[src/rtl/pwl_pkg.sv]
// Shared types for the paged write load controller.
package pwl_pkg;
    // Controller phase: waiting, collecting bytes, or timed programming.
    typedef enum logic [1:0] {
        PH_IDLE = 2'd0,
        PH_LOAD = 2'd1,
        PH_PROG = 2'd2
    } pwl_phase_e;
endpackage

[src/rtl/pwl_page_buffer.sv]
// Staging storage for one page: a data slot and a loaded flag per offset.
// Assumes ld_en and clr_mask are never high together (the sequencer
// loads only outside programming and clears only at its end).
module pwl_page_buffer #(
    parameter int OFS_W  = 6,
    parameter int DATA_W = 8
) (
    input  logic              clk,
    input  logic              rst_n,
    input  logic              ld_en,
    input  logic [OFS_W-1:0]  ld_ofs,
    input  logic [DATA_W-1:0] ld_data,
    input  logic              clr_mask,
    input  logic [OFS_W-1:0]  rd_ofs,
    output logic              rd_valid,
    output logic [DATA_W-1:0] rd_data
);
    localparam int SLOTS = 1 << OFS_W;

    logic [SLOTS-1:0]             mask_q;
    logic [SLOTS-1:0][DATA_W-1:0] slot_q;

    // Loaded flags: set by a load, cleared by reset or at the end of programming.
    always_ff @(posedge clk) begin
        if (!rst_n) begin
            mask_q <= '0;
        end else if (clr_mask) begin
            mask_q <= '0;
        end else if (ld_en) begin
            mask_q[ld_ofs] <= 1'b1;
        end
    end

    // Data slots: the latest load per offset wins. Reset is not needed here.
    always_ff @(posedge clk) begin
        if (ld_en) begin
            slot_q[ld_ofs] <= ld_data;
        end
    end

    // Read side used by the commit scan.
    assign rd_valid = mask_q[rd_ofs];
    assign rd_data  = slot_q[rd_ofs];
endmodule

[src/rtl/pwl_sequencer.sv]
// Session sequencer: latches the page, times the gap between loads,
// then runs the programming period and produces the commit scan index.
// Assumes WRITE_CYCLES >= 2**OFS_W so that the scan fits in the period.
module pwl_sequencer
    import pwl_pkg::*;
#(
    parameter int PAGE_W       = 9,
    parameter int OFS_W        = 6,
    parameter int LOAD_WINDOW  = 37500,
    parameter int WRITE_CYCLES = 2500000
) (
    input  logic              clk,
    input  logic              rst_n,
    input  logic              wr_en,
    input  logic [PAGE_W-1:0] wr_page,
    output logic              accept,
    output logic              busy,
    output logic              load_err,
    output logic [PAGE_W-1:0] page_q,
    output logic              scan_act,
    output logic [OFS_W-1:0]  scan_ofs,
    output logic              clr_mask
);
    localparam int LW_W = $clog2(LOAD_WINDOW + 1);
    localparam int WC_W = $clog2(WRITE_CYCLES + 1);
    localparam logic [LW_W-1:0] LW_LAST  = LW_W'(LOAD_WINDOW - 1);
    localparam logic [WC_W-1:0] WC_LAST  = WC_W'(WRITE_CYCLES - 1);
    localparam logic [WC_W-1:0] SCAN_END = WC_W'(1 << OFS_W);

    pwl_phase_e      phase_q;
    logic [LW_W-1:0] gap_q;
    logic [WC_W-1:0] prog_q;
    logic            page_hit;
    logic            mismatch;

    // Decide whether the current request joins the session.
    always_comb begin
        page_hit = (wr_page == page_q);
        accept   = wr_en && ((phase_q == PH_IDLE) ||
                             (phase_q == PH_LOAD && page_hit));
        mismatch = wr_en && (phase_q == PH_LOAD) && !page_hit;
    end

    // Phase, gap timer, programming timer, latched page and error flag.
    always_ff @(posedge clk) begin
        if (!rst_n) begin
            phase_q  <= PH_IDLE;
            gap_q    <= '0;
            prog_q   <= '0;
            page_q   <= '0;
            load_err <= 1'b0;
        end else begin
            case (phase_q)
                PH_IDLE: begin
                    if (wr_en) begin
                        phase_q <= PH_LOAD;
                        page_q  <= wr_page;
                        gap_q   <= '0;
                    end
                end
                PH_LOAD: begin
                    if (accept) begin
                        gap_q <= '0;
                    end else if (gap_q == LW_LAST) begin
                        phase_q <= PH_PROG;
                        prog_q  <= '0;
                    end else begin
                        gap_q <= gap_q + 1'b1;
                    end
                    if (mismatch) begin
                        load_err <= 1'b1;
                    end
                end
                PH_PROG: begin
                    if (prog_q == WC_LAST) begin
                        phase_q <= PH_IDLE;
                    end else begin
                        prog_q <= prog_q + 1'b1;
                    end
                end
                default: phase_q <= PH_IDLE;
            endcase
        end
    end

    // Programming outputs: busy flag, scan window and end-of-period clear.
    always_comb begin
        busy     = (phase_q == PH_PROG);
        scan_act = busy && (prog_q < SCAN_END);
        scan_ofs = prog_q[OFS_W-1:0];
        clr_mask = busy && (prog_q == WC_LAST);
    end
endmodule

[src/rtl/pwl_last_byte.sv]
// Holds the address and data of the most recently accepted host byte.
module pwl_last_byte #(
    parameter int ADDR_W = 15,
    parameter int DATA_W = 8
) (
    input  logic              clk,
    input  logic              rst_n,
    input  logic              take,
    input  logic [ADDR_W-1:0] in_addr,
    input  logic [DATA_W-1:0] in_data,
    output logic [ADDR_W-1:0] last_addr,
    output logic [DATA_W-1:0] last_data
);
    // Capture on every accepted byte. Reset clears the capture.
    always_ff @(posedge clk) begin
        if (!rst_n) begin
            last_addr <= '0;
            last_data <= '0;
        end else if (take) begin
            last_addr <= in_addr;
            last_data <= in_data;
        end
    end
endmodule

[src/rtl/pwl_load_ctrl.sv]
// Top of the paged write load controller. Host bytes are staged per page
// and committed to an external array after an idle gap. The array is
// assumed to write on the rising edge when arr_we is high and to return
// read data combinationally.
module pwl_load_ctrl #(
    parameter int ADDR_W       = 15,
    parameter int DATA_W       = 8,
    parameter int OFS_W        = 6,
    parameter int LOAD_WINDOW  = 37500,
    parameter int WRITE_CYCLES = 2500000
) (
    input  logic              clk,
    input  logic              rst_n,
    input  logic              wr_en,
    input  logic [ADDR_W-1:0] wr_addr,
    input  logic [DATA_W-1:0] wr_data,
    input  logic [ADDR_W-1:0] rd_addr,
    output logic [DATA_W-1:0] rd_data,
    output logic              busy,
    output logic              load_err,
    output logic [ADDR_W-1:0] last_addr,
    output logic [DATA_W-1:0] last_data,
    output logic              arr_we,
    output logic [ADDR_W-1:0] arr_addr,
    output logic [DATA_W-1:0] arr_wdata,
    output logic [ADDR_W-1:0] arr_raddr,
    input  logic [DATA_W-1:0] arr_rdata
);
    localparam int PAGE_W = ADDR_W - OFS_W;

    logic              accept;
    logic              scan_act;
    logic              clr_mask;
    logic [PAGE_W-1:0] page_q;
    logic [OFS_W-1:0]  scan_ofs;
    logic              slot_valid;
    logic [DATA_W-1:0] slot_data;

    pwl_sequencer #(
        .PAGE_W      (PAGE_W),
        .OFS_W       (OFS_W),
        .LOAD_WINDOW (LOAD_WINDOW),
        .WRITE_CYCLES(WRITE_CYCLES)
    ) u_seq (
        .clk     (clk),
        .rst_n   (rst_n),
        .wr_en   (wr_en),
        .wr_page (wr_addr[ADDR_W-1:OFS_W]),
        .accept  (accept),
        .busy    (busy),
        .load_err(load_err),
        .page_q  (page_q),
        .scan_act(scan_act),
        .scan_ofs(scan_ofs),
        .clr_mask(clr_mask)
    );

    pwl_page_buffer #(
        .OFS_W (OFS_W),
        .DATA_W(DATA_W)
    ) u_buf (
        .clk     (clk),
        .rst_n   (rst_n),
        .ld_en   (accept),
        .ld_ofs  (wr_addr[OFS_W-1:0]),
        .ld_data (wr_data),
        .clr_mask(clr_mask),
        .rd_ofs  (scan_ofs),
        .rd_valid(slot_valid),
        .rd_data (slot_data)
    );

    pwl_last_byte #(
        .ADDR_W(ADDR_W),
        .DATA_W(DATA_W)
    ) u_last (
        .clk      (clk),
        .rst_n    (rst_n),
        .take     (accept),
        .in_addr  (wr_addr),
        .in_data  (wr_data),
        .last_addr(last_addr),
        .last_data(last_data)
    );

    // Array write port: one strobe per staged offset during the scan.
    always_comb begin
        arr_we    = scan_act && slot_valid;
        arr_addr  = {page_q, scan_ofs};
        arr_wdata = slot_data;
    end

    // Host read path passes straight through to the array.
    assign arr_raddr = rd_addr;
    assign rd_data   = arr_rdata;
endmodule

[config.mk]
export PLATFORM = sky130hd
export DESIGN_NAME = pwl_load_ctrl
export DESIGN_NICKNAME = d
export VERILOG_FILES = /design/src/rtl/pwl_pkg.sv /design/src/rtl/pwl_page_buffer.sv /design/src/rtl/pwl_sequencer.sv /design/src/rtl/pwl_last_byte.sv /design/src/rtl/pwl_load_ctrl.sv
export SDC_FILE = /design/constraint.sdc
export NUM_CORES = 1
export LEC_CHECK = 0
export BUFFER_PORTS_ARGS = -buffer_cell sky130_fd_sc_hd__buf_2
export CORE_ASPECT_RATIO = 0.9
export CORE_MARGIN = 2
export CORE_UTILIZATION = 30
export DETAILED_ROUTE_END_ITERATION = 10
export GPL_TIMING_DRIVEN = 0
export SETUP_SLACK_MARGIN = 0.3
export SLEW_MARGIN = 20
export SYNTH_ARGS = -nofsm -noshare
export SYNTH_HDL_FRONTEND = slang
export SYNTH_SLANG_ARGS = --single-unit
[constraint.sdc]
create_clock -name clk -period 3.4 [get_ports clk]
set_input_delay 0.68 -clock clk [delete_from_list [all_inputs] [get_ports clk]]
set_output_delay 0.68 -clock clk [all_outputs]
set_load 0.005 [all_outputs]
# Word level (Yosys, flattened, before mapping)
# Index checks and enable logic that the tools add are counted.
[word_totals]
reg_bits = 649
output_inout_bits = 72
[classes]
addsub = 2
n_lt_le_gt_ge = 4
eq_ne = 11
mux = 22
bitwise_logic = 2
reduce_logical = 19
[ops]
columns = ["operator", "count"]
rows = [
  ["512-bit bitwise mux", 1],
  ["22-bit two-way mux", 3],
  ["64-bit bitwise OR", 1],
  ["8-bit binary-select mux with 6-bit select", 1],
  ["8-bit demux with 6-bit select", 1],
  ["16-bit two-way mux", 3],
  ["22-bit case mux with 2 select lines", 1],
  ["16-bit case mux with 2 select lines", 1],
  ["22-bit by 1-bit adder with 22-bit output (second input constant)", 1],
  ["22-bit == test (second input constant)", 1],
  ["22-bit by 7-bit < comparator with 1-bit output (second input constant)", 1],
  ["16-bit by 1-bit adder with 16-bit output (second input constant)", 1],
  ["16-bit == test (second input constant)", 1],
  ["8-bit two-way mux", 2],
  ["6-bit by 7-bit < comparator with 1-bit output (second input constant)", 2],
  ["9-bit == test", 1],
  ["1-bit logical AND", 8],
  ["2-bit two-way mux", 4],
  ["2-bit inequality test (second input constant)", 4],
  ["4-bit AND reduction", 2],
  ["1-bit binary-select mux with 6-bit select", 1],
  ["1-bit demux with 6-bit select", 1],
  ["6-bit by 1-bit greater-or-equal comparator with 1-bit output (second input constant)", 1],
  ["2-bit case mux with 3 select lines", 1],
  ["13 further kinds", 16],
]

# Longest topological paths before layout
# Gate-level depths: netlist (run 1).
[depth]
ltp_word = 6
mapped_depth = 9

# Hierarchy
# Synthesis (run 1) repeated with hierarchy kept, for this count alone.
[hier_totals]
cells_unflattened = 1503
area_unflattened_um2 = 25973.7
[by_module_without_submodules]
columns = ["module", "instances", "cells_each", "area_per_inst_um2"]
rows = [
  ["pwl_page_buffer", 1, 1092, 22233.8],
  ["pwl_sequencer", 1, 313, 2667.6],
  ["pwl_last_byte", 1, 74, 893.4],
  ["pwl_load_ctrl", 1, 24, 178.9],
]

# Worst setup path before layout (run 1)
# Ideal clock, no wire load.
[synth_timing]
path_kind = "input port to flip-flop"
from = "in wr_addr[8]"
to = "reg u_buf.slot_q[216] in the netlist's numbering (enable)"
setup_ns = 0.383
arrival_ns = 2.646
required_time_ns = 3.017
slack_ns = 0.370
cell_stages = 7
cell_sequence = "xnor2_1 nand3_2 or4_4 nand2_2 nand2_2 buf_2 nor3_1"
[synth_between]
elab_chain_len = 4
[synth_lines]
columns = ["item", "line", "rtl"]
rows = [
  ["start: declaration", "pwl_load_ctrl.sv:15", "input logic [ADDR_W-1:0] wr_addr,"],
  ["9-bit == test", "pwl_sequencer.sv:38", "page_hit = (wr_page == page_q);"],
  ["1-bit logical AND", "pwl_sequencer.sv:40", "(phase_q == PH_LOAD && page_hit));"],
  ["1-bit logical OR", "pwl_sequencer.sv:39", "accept = wr_en && ((phase_q == PH_IDLE) ||"],
  ["1-bit logical AND", "pwl_sequencer.sv:39", ""],
  ["end signal: indexed assignment", "pwl_page_buffer.sv:37", "slot_q[ld_ofs] <= ld_data;"],
  ["end: declaration", "pwl_page_buffer.sv:21", "logic [SLOTS-1:0][DATA_W-1:0] slot_q;"],
]
# No other way between the ends.
# A chain may end at the register's enable or synchronous reset.

# Final worst setup path (run 1)
[layout_timing]
from = "reg u_seq.prog_q[0]"
to = "out arr_wdata[4]"
[layout_between]
elab_chain_len = 2
[layout_lines]
columns = ["item", "line", "rtl"]
rows = [
  ["start: declaration", "pwl_sequencer.sv:32", "logic [WC_W-1:0] prog_q;"],
  ["start signal: assignment", "pwl_sequencer.sv:78", "prog_q <= prog_q + 1'b1;"],
  ["8-bit binary-select mux with 6-bit select", "pwl_page_buffer.sv:43", "assign rd_data = slot_q[rd_ofs];"],
  ["8-bit two-way mux (implied by the code)", "pwl_page_buffer.sv:43", ""],
  ["end: declaration", "pwl_load_ctrl.sv:25", "output logic [DATA_W-1:0] arr_wdata,"],
]
# No other way between the ends. The select of a mux whose other input is x is not followed.

==> results.yml, run 1 <==
die:
  ioPinCount: 121
  num_rows: 103
  fp.dieH_um: 286
  die_x_um: 317
  core_area_mm2: 0.0875
  initial_core_util: 0.302
  dieArea_mm2: 0.0906
route:
  num_vias: 16160
  met2WireLength_um: 36100
  drc: 0
  dr.max_layer_used: "met5"
  drtPass1Iterations: 6
  wl_met1_um: 30800
  routed_via_density: 5.32
  ant_nets: 0
  finalWirelength_um: 75400
  route.met3.wl_um: 6380
  wl_per_cell_um: 24.8
  dr.first_iter.drc_count: 1975
yosys:
  syn_nets: 1676
  synthDistinctLibCells: 67
  synth_ff_type: "edfxtp_1"
  yosysTopAreaCellShare: 0.581
  netlist_instances: 1625
  syn_avg_cell_area_um2: 16.3
  synth_top_cell_by_area: "edfxtp_1"
  async_flop_share: 0
  ys_warn_count: 0
  ys_ff_latch: 649
  synth_edf_count: 512
  yosysSeqAreaShare: 0.685
  syn_area_mm2: 0.0265
  synth_area_leaders: "edfxtp_1, mux4_2, dfxtp_1, nor2_1, a31oi_1"
worst_setup_path:
  cp_max_fo: 8
  worstSetupPathType: "reg2out"
  rr_startpoint: "u_seq.page_q[5]$_SDFFE_PN0P_"
  required_ps: 2720
  worstPathArrival_ps: 3110
  end_kind: "output port"
  r2r_slack_ps: 390
  start_kind: "flop"
  reg2reg_to: "u_buf.slot_q[493]$_DFFE_PP_"
  worst-r2r-cell-count: 7
final_layout:
  drive_above_1_share: 0.334
  nNetsFinal: 1882
  fin_util: 0.366
  area_delta_synth_final_pct: 21.1
  layout_common_cells: "edfxtp_1, mux4_2, dfxtp_1"
  mostFrequentLayoutCell: "edfxtp_1"
  fin_area_mm2: 0.0320
  stdcell_count: 3036
job:
  drv_cap: 0
worst_hold_path:
  holdCritPathClass: "in2reg"
  min_delay_path_depth: 3
  hold_path_end: "u_seq.page_q[1]$_SDFFE_PN0P_"
  min_from: "wr_addr[7]"
grt:
  grt_start_max_net_pins: 66
  grt-ovfl-total: 0
  grt_pass1_vias: 15979
  antenna_found_initial: 1
  track_usage: 0.165
  grt_pass1_wl_um: 109000
clock_tree:
  clockRootBuffer: "clkbuf_16"
  clk_latency_ps: 610
  h-tree-depth: 3
  cts_tree: "yes"
  clk_pin_slew_ps: 60
  clk_path_buf_depth: 3
  cts_sinks: 649
  cts_hold_buf: 0
  cts_inserted_buffers: 68
sta:
  period_minus_slack_ps: 3790
  relSlewSlack: 0.214
  drv_slew: 0
  fmax_mhz: 264
  rsz0062_at_grt: "yes"
  tightest_slew_ps: 1180
  finalHoldViolCount: 0
  clock_skew_ps: 20.2
  finalCritPeriodShare: 1.11
  fin_ws_ps: -388
  setup_viol: 9
power_and_ir_drop:
  leakagePower_nw: 10.2
  power-per-cell-area_mw_per_mm2: 509
  worst_ir_drop_vdd_uv: 306
  total_power_mw: 16.3
outcome:
  violations: "setup timing"
  status: "complete, but fails checks"
place:
  portBuffers: 96
  dpl.cell_count: 2883
  dpl.hpwl_um: 49500
  dpl-instance-area_mm2: 0.0286
  place_congestion: 0.874
worst max path at each step:
stage,startpoint,to,depth (start not counted)
after floorplan,wr_addr[8],u_buf.slot_q[216]$_DFFE_PP_,7
after global placement,wr_addr[11],u_buf.slot_q[210]$_DFFE_PP_,8
after detailed placement,u_seq.prog_q[1]$_SDFFE_PN0P_,arr_wdata[7],10
after CTS,u_seq.prog_q[0]$_SDFFE_PN0P_,arr_wdata[4],9
after global routing,u_seq.prog_q[0]$_SDFFE_PN0P_,arr_wdata[2],9
final,u_seq.prog_q[0]$_SDFFE_PN0P_,arr_wdata[4],8
what timing repair did:
action,CTS,global route
endpoints found under the setup margin,400,131
buffers inserted,22,7
pin swaps,17,16
cloned,3,1
gates resized for setup,184,37
hold endpoints to repair,0,0
layer usage:
layer	track usage	up-vias
li1	-	6826
met4	0.0572	2
met5	0	-
met3	0.0328	122
met1	0.223	8426
met2	0.265	784
where the power goes:
part	switching [mW]	total [mW]	internal, mW
registers	0.0238	8.62	8.60
clock network	3.07	7.17	4.10
logic	0.391	0.527	0.135
total	3.49	16.3	12.8
worst max-delay path, stage by stage, from the launching register on:
cell and delay [ps]:
dfxtp_4 360, buf_12 140, buf_16 170, buf_16 160, mux4_2 500, mux4_2 560
a22oi_2 320, nand2_2 120, buf_2 140
through the flow:
stage                     worst slack [ps]  hold WS [ps]  setup TNS, ps
after floorplan                        370           431              0
after global placement                -937           439        -271140
after detailed placement              -903           448        -141720
after CTS                             -397           325          -3110
after global routing                  -418           346          -3360
final                                 -388           349          -3120
synthesized netlist by cell type, drive strengths merged (6+ instances only):
master	count
edfxtp	512
mux4	161
dfxtp	137
nor2	132
nand2	113
buf	94
a31oi	74
a21oi	59
nor3	52
clkbuf	42
nand3	23
a211oi	19
o21ai	17
xnor2	16
nor2b	15
a22o	14
a22oi	14
mux2i	14
and2	11
inv	10
and3	9
nand4	9
or3	7
or4	6
area by class of cell:
cell class / count / area, µm²
inverters: 11 / 46.3
multi-input cells: 829 / 8160
diodes: 1 / 2.50
repair buffers: 136 / 977
fillers: 8053 / 55500
plain buffers: 136 / 1180
clock buffers: 91 / 1870
flip-flops and latches: 649 / 18100
clock inverters: 28 / 240
well taps: 1155 / 1450
state kept, by name (all words and copies together), names as in the netlist:
register          count
u_buf.slot_q        512
u_last.last_addr     15
u_seq.prog_q         22
u_last.last_data      8
u_seq.page_q          9
u_buf.mask_q         64
u_seq.phase_q         2
u_seq.gap_q          16
u_seq.load_err        1
cell families after synthesis:
family | count (synthesis) | synth area share
fa+ha+maj | 2 | 0.000946
flops | 649 | 0.685
xor+xnor | 16 | 0.00530
compound gates | 220 | 0.0547
simple gates | 411 | 0.0775
buf+inv | 147 | 0.0321
mux | 180 | 0.144
Note: power is estimated with default switching activity, not from simulation.
==> run 2: changes to the inputs <==
--- a/config.mk
+++ b/config.mk
@@ -8,7 +8,7 @@
 export BUFFER_PORTS_ARGS = -buffer_cell sky130_fd_sc_hd__buf_2
 export CORE_ASPECT_RATIO = 0.9
 export CORE_MARGIN = 2
-export CORE_UTILIZATION = 30
+export CORE_UTILIZATION = 39
 export DETAILED_ROUTE_END_ITERATION = 10
 export GPL_TIMING_DRIVEN = 0
 export SETUP_SLACK_MARGIN = 0.3
==> run 2 against run 1 <==
Effect of this change:
- the run still ends with setup timing left
- sequential cell count stayed put
- clock power is 2% lower
- sequential power is essentially flat
- first-iteration DRC count grew 3.6%
- die area shrank 23%
- via count fell by 0.38%
- worst setup slack got worse by 110 ps
- largest power group unchanged
- highest routed layer is now met4
==> results.yml, run 2 (synthesis results as in run 1) <==
outcome:
  status: "complete, but fails checks"
  violations: "setup timing"
sta:
  clock_skew_ps: 33.4
  tightest_slew_ps: 1050
  period_minus_slack_ps: 3900
  drv_slew: 0
  setup_viol: 9
  relSlewSlack: 0.299
  finalHoldViolCount: 0
  fmax_mhz: 256
  rsz0062_at_grt: "yes"
  fin_ws_ps: -500
  finalCritPeriodShare: 1.15
grt:
  antenna_found_initial: 2
  grt_pass1_vias: 15562
  track_usage: 0.209
  grt_pass1_wl_um: 106000
  grt-ovfl-total: 0
  grt_start_max_net_pins: 66
final_layout:
  nNetsFinal: 1890
  drive_above_1_share: 0.340
  largest_reg_flops: 512
  area_delta_synth_final_pct: 20.5
  regMostFlops: "u_buf.slot_q"
  antenna_cells: 0
  mostFrequentLayoutCell: "edfxtp_1"
  nFillCells: 5665
  reg_top3: "u_buf.slot_q: 512 flops, u_buf.mask_q: 64 flops, u_seq.prog_q: 22 flops"
  layout_common_cells: "edfxtp_1, mux4_2, dfxtp_1"
job:
  drv_cap: 0
worst_hold_path:
  min_from: "wr_addr[8]"
  holdCritPathClass: "in2reg"
  min_delay_path_depth: 3
  hold_path_end: "u_seq.page_q[2]$_SDFFE_PN0P_"
clock_tree:
  cts_inserted_buffers: 61
  cts_hold_buf: 0
  clk_latency_ps: 640
  clk_pin_slew_ps: 70
  clk_path_buf_depth: 3
  cts_tree: "yes"
  clockRootBuffer: "clkbuf_16"
  cts_sinks: 649
  h-tree-depth: 2
power_and_ir_drop:
  worst_ir_drop_vdd_uv: 377
  leakagePower_nw: 10.3
  power-per-cell-area_mw_per_mm2: 507
  total_power_mw: 16.2
worst_setup_path:
  end_kind: "output port"
  start_kind: "flop"
  rr_startpoint: "u_seq.phase_q[0]$_SDFFE_PN0P_"
  worstSetupPathType: "reg2out"
  worstPathArrival_ps: 3220
  reg2reg_to: "u_buf.slot_q[358]$_DFFE_PP_"
  worst-r2r-cell-count: 8
  required_ps: 2720
  cp_max_fo: 8
  r2r_slack_ps: 390
die:
  initial_core_util: 0.394
  ioPinCount: 121
  core_area_mm2: 0.0671
  fp.dieH_um: 251
  die_x_um: 279
  num_rows: 90
  dieArea_mm2: 0.0699
route:
  ant_nets: 0
  drc: 0
  wl_per_cell_um: 26.7
  num_vias: 16098
  finalWirelength_um: 73900
  routed_via_density: 5.82
  drtPass1Iterations: 6
  dr.first_iter.drc_count: 2047
place:
  place_congestion: 0.904
  portBuffers: 96
  pre_cts_slack_ps: -725
  dpl.hpwl_um: 48300
-- run 2: cell types whose count changed in the layout (fill, tap and decap cells not counted), sizes merged --
cell	change
clkbuf	-14
inv	+1
clkinvlp	+2
diode	-1
bufinv	+4
clkinv	+5
buf	+13
-- run 2: per-layer routing --
| layer | share of wire | wire (µm) | vias to the layer above | track usage |
|---|---|---|---|---|
| li1 | - | - | 6847 | - |
| met2 | 0.45 | 32900 | 837 | 0.315 |
| met3 | 0.095 | 7050 | 122 | 0.0430 |
| met4 | 0.029 | 2170 | 0 | 0.0661 |
| met1 | 0.43 | 31800 | 8292 | 0.304 |
| met5 | 0 | 0 | - | 0 |
-- run 2: stage by stage --
stage,hold slack (ps),utilization,TNS (ps),instance area (µm²),std cells
floorplan,431,-,0,26500,1625
global placement,439,0.418,-269200,28000,2595
detailed placement,447,0.422,-140380,28300,2606
CTS,307,0.466,-3810,31300,2740
global route,334,0.475,-4450,31900,2765
finish,326,0.475,-4050,31900,2765
-- run 2: power breakdown --
group          total, mW  internal (mW)  leakage, nW  switching [mW]
clock               7.02           4.01         1.00            3.02
combinational      0.535          0.137         3.61           0.399
sequential          8.62           8.59         5.71          0.0231
total               16.2           12.7         10.3            3.44
-- run 2: how the worst max path moves through the flow --
| stage | start | end | slack [ps] | depth (start not counted) |
|---|---|---|---|---|
| 3_5_place_dp | u_seq.prog_q[1]$_SDFFE_PN0P_ | arr_wdata[7] | -720 | 10 |
| 6_report | u_seq.prog_q[0]$_SDFFE_PN0P_ | arr_wdata[4] | -500 | 9 |
| 3_3_place_gp | wr_addr[14] | u_buf.slot_q[224]$_DFFE_PP_ | -840 | 8 |
| 2_1_floorplan | wr_addr[8] | u_buf.slot_q[216]$_DFFE_PP_ | 370 | 7 |
| 5_1_grt | u_seq.prog_q[0]$_SDFFE_PN0P_ | arr_wdata[3] | -540 | 9 |
| 4_1_cts | u_seq.prog_q[0]$_SDFFE_PN0P_ | arr_wdata[0] | -490 | 9 |
-- run 2: what timing repair did --
item | 4_1_cts | 5_1_grt
hold endpoints to repair | 0 | 0
endpoints found under the setup margin | 382 | 219
pin swaps | 21 | 19
setup buffers | 17 | 24
cloned | 2 | 1
gates resized for setup | 179 | 47
-- run 2: worst max-delay path, cell delays in order, from the launching register on --
cell and delay, ps:
dfxtp_2 340, buf_6 130, buf_12 170, buf_12 120, buf_16 130, mux4_2 530
mux4_2 540, a22oi_2 320, nand2_2 130, buf_2 140
-- run 2: layout make-up --
class                           instances  area [µm²]  area share
Timing Repair Buffer                  151        1180      0.0372
Tap cell                              874        1090      0.0343
Sequential cell                       649       18100       0.569
Inverter                               11        42.5     0.00133
Multi-Input combinational cell        829        8230       0.258
Clock buffer                           75        1660      0.0522
Clock inverter                         40         390      0.0122
Buffer                                136        1150      0.0360
